**src/rtl/snoop_gate.sv**
```systemverilog
module snoop_gate #(
  parameter int AW = 32
) (
  input  logic          clk,
  input  logic          rst_n,
  input  logic          cfg_we,
  input  logic          cfg_idx,
  input  logic          cfg_en,
  input  logic [AW-1:0] cfg_base,
  input  logic [AW-1:0] cfg_mask,
  input  logic          mode_we,
  input  logic [1:0]    mode_val,
  input  logic          txn_valid,
  input  logic          txn_write,
  input  logic          txn_prefetch,
  input  logic [AW-1:0] txn_addr,
  output logic          txn_ready,
  input  logic          cpu_sleep,
  output logic          cache_req,
  output logic          cache_purge,
  input  logic          cache_ack,
  output logic          mem_grant,
  output logic          mem_write,
  output logic [AW-1:0] mem_addr,
  output logic          done,
  output logic          err
);
  typedef enum logic [2:0] {S_IDLE, S_COMPARE, S_WAIT, S_ACCESS, S_ERROR} state_t;
  state_t state_q;

  logic [AW-1:0] base_q [2];
  logic [AW-1:0] mask_q [2];
  logic [1:0]    en_q;
  logic [1:0]    mode_q;
  logic [AW-1:0] addr_q;
  logic          wr_q, pf_q;
  logic [1:0]    win_hit;
  logic          snoop_on, hit;

  for (genvar w = 0; w < 2; w++) begin : g_win
    assign win_hit[w] = en_q[w] && ((addr_q & mask_q[w]) == (base_q[w] & mask_q[w]));
  end

  assign snoop_on = (mode_q != 2'b00);
  assign hit      = snoop_on && (|win_hit);

  always_ff @(posedge clk) begin
    if (!rst_n) begin
      en_q   <= '0;
      mode_q <= 2'b00;
      for (int w = 0; w < 2; w++) begin
        base_q[w] <= '0;
        mask_q[w] <= '0;
      end
    end else begin
      if (cfg_we) begin
        base_q[cfg_idx] <= cfg_base;
        mask_q[cfg_idx] <= cfg_mask;
        en_q[cfg_idx]   <= cfg_en;
      end
      if (mode_we) mode_q <= mode_val;
    end
  end

  always_ff @(posedge clk) begin
    if (!rst_n) begin
      state_q <= S_IDLE;
      addr_q  <= '0;
      wr_q    <= 1'b0;
      pf_q    <= 1'b0;
    end else begin
      case (state_q)
        S_IDLE: if (txn_valid) begin
          addr_q  <= txn_addr;
          wr_q    <= txn_write;
          pf_q    <= txn_prefetch;
          state_q <= S_COMPARE;
        end
        S_COMPARE: begin
          if (snoop_on && pf_q)   state_q <= S_ERROR;
          else if (hit && cpu_sleep) state_q <= S_ERROR;
          else if (hit)           state_q <= S_WAIT;
          else                    state_q <= S_ACCESS;
        end
        S_WAIT:   if (cache_ack) state_q <= S_ACCESS;
        S_ACCESS: state_q <= S_IDLE;
        S_ERROR:  state_q <= S_IDLE;
        default:  state_q <= S_IDLE;
      endcase
    end
  end

  assign txn_ready   = (state_q == S_IDLE);
  assign cache_req   = (state_q == S_WAIT);
  assign cache_purge = cache_req && wr_q;
  assign mem_grant   = (state_q == S_ACCESS);
  assign mem_write   = wr_q;
  assign mem_addr    = addr_q;
  assign err         = (state_q == S_ERROR);
  assign done        = mem_grant || err;
endmodule


```
**config.mk**
```make
export PLATFORM = sky130hd
export DESIGN_NAME = snoop_gate
export DESIGN_NICKNAME = d
export VERILOG_FILES = /design/src/rtl/snoop_gate.sv
export SDC_FILE = /design/constraint.sdc
export NUM_CORES = 1
export LEC_CHECK = 0
export BUFFER_PORTS_ARGS = -buffer_cell sky130_fd_sc_hd__clkbuf_2
export CORE_MARGIN = 8
export CORE_UTILIZATION = 50
export DETAILED_ROUTE_END_ITERATION = 7
export PLACE_DENSITY = 0.74
export SETUP_SLACK_MARGIN = 0.02
export SYNTH_ARGS = -nofsm -noshare
export SYNTH_HDL_FRONTEND = slang
export SYNTH_SLANG_ARGS = --single-unit
```
**constraint.sdc**
```tcl
create_clock -name clk -period 8.2 [get_ports clk]
set_input_delay 2.05 -clock clk [delete_from_list [all_inputs] [get_ports clk]]
set_output_delay 2.05 -clock clk [all_outputs]
set_load 0.05 [all_outputs]
```
==> results.md <==
Job:
- Max-cap violations in this run came to 0.

Die:
- 148 I/O pins were placed.
- The horizontal die dimension is 136 um.
- The initial standard-cell utilization of the core is 0.505.
- The die covers 18,600 um2.
- The core region is 14,400 um2.
- The number of core rows is 44.
- Measured along the y axis, the die boundary spans 136 um.

Clocking:
- The maximum root-to-sink buffer count is 2.
- The clock tree synthesis step divided the H-tree into 4 levels.
- The clock tree from TritonCTS is yes.
- The clock reaches the later pin of the worst-skew pair after 0.42 ns.
- The count of clock tree sinks is 169.
- Gates resized during post-CTS repair numbered 0.
- Clock tree synthesis selected as its root buffer the cell clkbuf_16.
- The number of buffers added by the clock tree synthesis step is 17.
- After clock tree synthesis, the clock-pin slew on the worst setup and hold paths is 0.06 ns.
- Once the clock tree was built, the setup fixing pass inserted 0 buffers.
- Buffers inserted to repair hold after CTS numbered 0.

Power and ir drop:
- The proportion of power drawn by the clock network is 0.364.
- For this design the static power due to leakage is 0.00375 uW.
- The switching share of total power is 0.258.
- The combinational fraction of design power is 0.133.
- The maximum VDD drop is 0.000164 V.
- For this design the ratio of total power to cell area is 237 nW/um2.
- The cell-internal power is 1530 uW.
- Of the total power, registers draw 0.502.
- The power dissipated by switching net loads is 533 uW.

Final layout:
- The count of filler cells inserted in the layout is 1,110.
- The fraction of layout instances using a drive strength above 1 is 0.262.
- The number of nets in the final layout is 826.
- The area taken by multi-input logic gates is 2490 um2.
- In the final layout, flip-flops and latches occupy 4660 um2.
- The count of antenna diodes in the layout is 0.
- Once layout is done, the placed cells without fillers occupy 8730 um2.
- From synthesis to final layout, the design area changed by 20.4%.

Critical path:
- Traced cell by cell, the critical path runs through clkbuf_2 > and3_1 > buf_4 > and2_1.
- The endpoint of the worst-slack reg-to-reg timing path is state_q[1].
- The data arrival time at the worst-slack endpoint is 4.21 ns.
- For this run, the slowest stage of the critical path takes 0.85 ns.
- STA classifies the critical path endpoint as a flop.
- The data required time at the worst endpoint is 8.49 ns.
- Along the worst path, the maximum fanout reaches 42.
- The cell type of the slowest stage on the worst timing path is and3_1.
- The critical path launch point is rst_n.
- Following the worst setup path forward leads to its endpoint at mask_q[1][27].
- The worst setup path is launched from an input pin.
- Together, buffers and inverters on the worst path number 2.
- The worst reg-to-reg setup slack is 6.40 ns.
- The kind of cell with the highest combined delay on the critical path is buffers and inverters.
- The start of the worst register-to-register path is mem_addr[2].
- The number of stages on the worst setup path is 4.
- The critical path is of the input pin to flop type.
- The depth of the worst register-to-register path is 6.

Detailed routing:
- The routed design has 16,900 um of wire.
- The number of nets with antenna violations after detailed routing is 0.
- In the final routed layout, each cell accounts on average for 18.5 um.
- The detailed-router iteration count before antenna repair is 6.
- For this run, design rule violations remaining after detail routing come to 0.
- The number of DRC violations after detailed-routing iteration 0 is 344.
- The via count normalized by instance count is 5.20.
- The routed layout has 4,756 vias.

Outcome:
- The flow ran to the end, and the final reports show no timing, DRC or antenna violations.

GRT:
- The maximum number of pins on one net before global-route repair is 66.
- The first global-routing pass estimated 25,800 um of wire.
- The combined global-route utilization of all metal layers is 0.185.
- The number of global-route vias before repair came to 4,876.
- The global route total overflow is 0.
- The initial antenna violation count came to 0.

Yosys:
- In this run the mean area of a mapped cell was 12.7 um2.
- The count of unique library cells instantiated by Yosys is 35.
- Of all flip-flops after synthesis, the portion carrying an async set or reset was 0.
- For this run, the number of Yosys warnings is 0.
- In the synthesized netlist, the number of instances is 572.
- Ranked by instance count, the synthesized netlist is headed by 130 x and2_1, 128 x edfxtp_1, 76 x nand2_1.
- The number of synthesized flops with an enable pin is 128.
- The most common cell in the synthesized netlist is and2_1.
- In the synthesized netlist the dominant register cell turns out to be edfxtp_1.
- The cell taking the most area after synthesis is edfxtp_1.
- After synthesis the cells add up to 7250 um2.
- The part of the Yosys area used for sequential elements is 0.643.
- The proportion of netlist area held by the largest area contributor is 0.530.
- Counting every net in the synthesized netlist gives 681.
- The synthesis-stage register bit count is 169.
- After synthesis, the cell types taking the most area are edfxtp_1 53%, dfxtp_1 11%, and2_1 11%.

Place:
- At the end of routability-driven placement, the weighted congestion stood at 0.743.
- The number of input and output port buffers inserted is 147.
- The HPWL after detailed placement is 11,900 um.
- The cell area after placement is 8160 um2.

Timing:
- The fraction of the cycle the final worst path needs is 0.479.
- The final-report max-slew violation count is 0.
- Between clock sinks in the finished design, the worst skew comes to 0.00558 ns.
- For the pin with the worst max-slew slack, the measured transition is 1.21 ns.
- The headroom to the max-slew limit is 0.190.
- The final number of hold-violating endpoints was 0.
- In the final timing run, aggregate negative setup slack is 0 ns.
- The total of endpoints with negative setup slack in the final report is 0.
- Setup repair after global routing left no endpoint under its margin.
- The time the worst path needs with I/O delays and setup is 3.93 ns.
- The maximum frequency from static timing analysis is 255 MHz.

Min path:
- The hold path depth is 2.
- The worst min-delay path category is flop to flop.
## cells by family (layout without fill, tap and decap cells)
| logic type | Yosys count | after routing | share of synthesized area |
|---|---|---|---|
| multiplexers | 3 | 3 | 0.00414 |
| XOR/XNOR | 64 | 64 | 0.0773 |
| buffers and inverters | 28 | 186 | 0.0164 |
| flip-flops | 169 | 169 | 0.643 |
| AND/OR/NAND/NOR | 231 | 231 | 0.175 |
| AO/OA/AOI/OAI | 77 | 77 | 0.0835 |
## flip-flops by register name, summed over array words and instances (netlist names)
name       flops
en_q           2
mode_q         2
base_q        64
pf_q           1
state_q        3
mem_write      1
mask_q        64
mem_addr      32
## worst min-delay path, stage by stage (launching register included)
cell and delay, ns:
dfxtp_1 0.31, nand2_1 0.05, a21boi_1 0.06
## cell usage in the layout (no fill, tap or decap), drive strengths merged, types with 3 or more instances in the layout
master and count:
a21boi 34, a21oi 3, a221oi 4, a22o 5, a22oi 20, and2 130
and3 3, buf 5, clkbuf 173, clkinv 4, dfxtp 41, edfxtp 128
mux2i 3, nand2 76, nand4 5, nor2b 4, nor3 3, o21ai 4
xor2 64
## worst min path at each step
stage / from / slack, ns / end
detailed placement: en_q[0] / 0.47 / en_q[0]
global route: mem_write / 0.50 / mem_write
global placement: pf_q / 0.45 / pf_q
floorplan: pf_q / 0.43 / pf_q
CTS: mem_write / 0.48 / mem_write
finish: pf_q / 0.47 / pf_q
## power groups by stage
| stage | Combinational (uW) | Sequential (uW) | Clock (uW) |
|---|---|---|---|
| 2_1_floorplan | 138 | 1100 | 0 |
| 3_3_place_gp | 273 | 1050 | 0 |
| 3_5_place_dp | 278 | 1060 | 0 |
| 4_1_cts | 280 | 1040 | 764 |
| 5_1_grt | 299 | 1050 | 798 |
| 6_report | 276 | 1040 | 753 |
## through the flow
step	total power, uW	utilization	setup WS, ns	std cells	hold WS (ns)
2_1_floorplan	1230	-	1.00	572	0.432
3_3_place_gp	1330	0.568	3.90	882	0.446
3_5_place_dp	1330	0.568	3.82	882	0.472
4_1_cts	2080	0.608	4.26	914	0.482
5_1_grt	2140	0.608	4.06	914	0.500
6_report	2070	0.608	4.27	914	0.474
## area by class of cell
cell class / count / area share
Sequential cell: 169 / 0.534
Tap cell: 184 / 0.0264
Timing Repair Buffer: 152 / 0.0886
Multi-Input combinational cell: 375 / 0.285
Clock inverter: 6 / 0.00401
Clock buffer: 26 / 0.0608
Inverter: 2 / 0.000860
## routing by layer
layer / vias to the layer above / GRT usage / share of wire / routed length (um)
met5: - / 0 / 0 / 0
met4: 0 / 0.0677 / 0.016 / 275
met3: 23 / 0.0495 / 0.082 / 1390
met2: 165 / 0.299 / 0.48 / 8190
met1: 2288 / 0.235 / 0.42 / 7050
li1: 2280 / - / - / -
No activity file was read; power rests on OpenSTA's default activity.
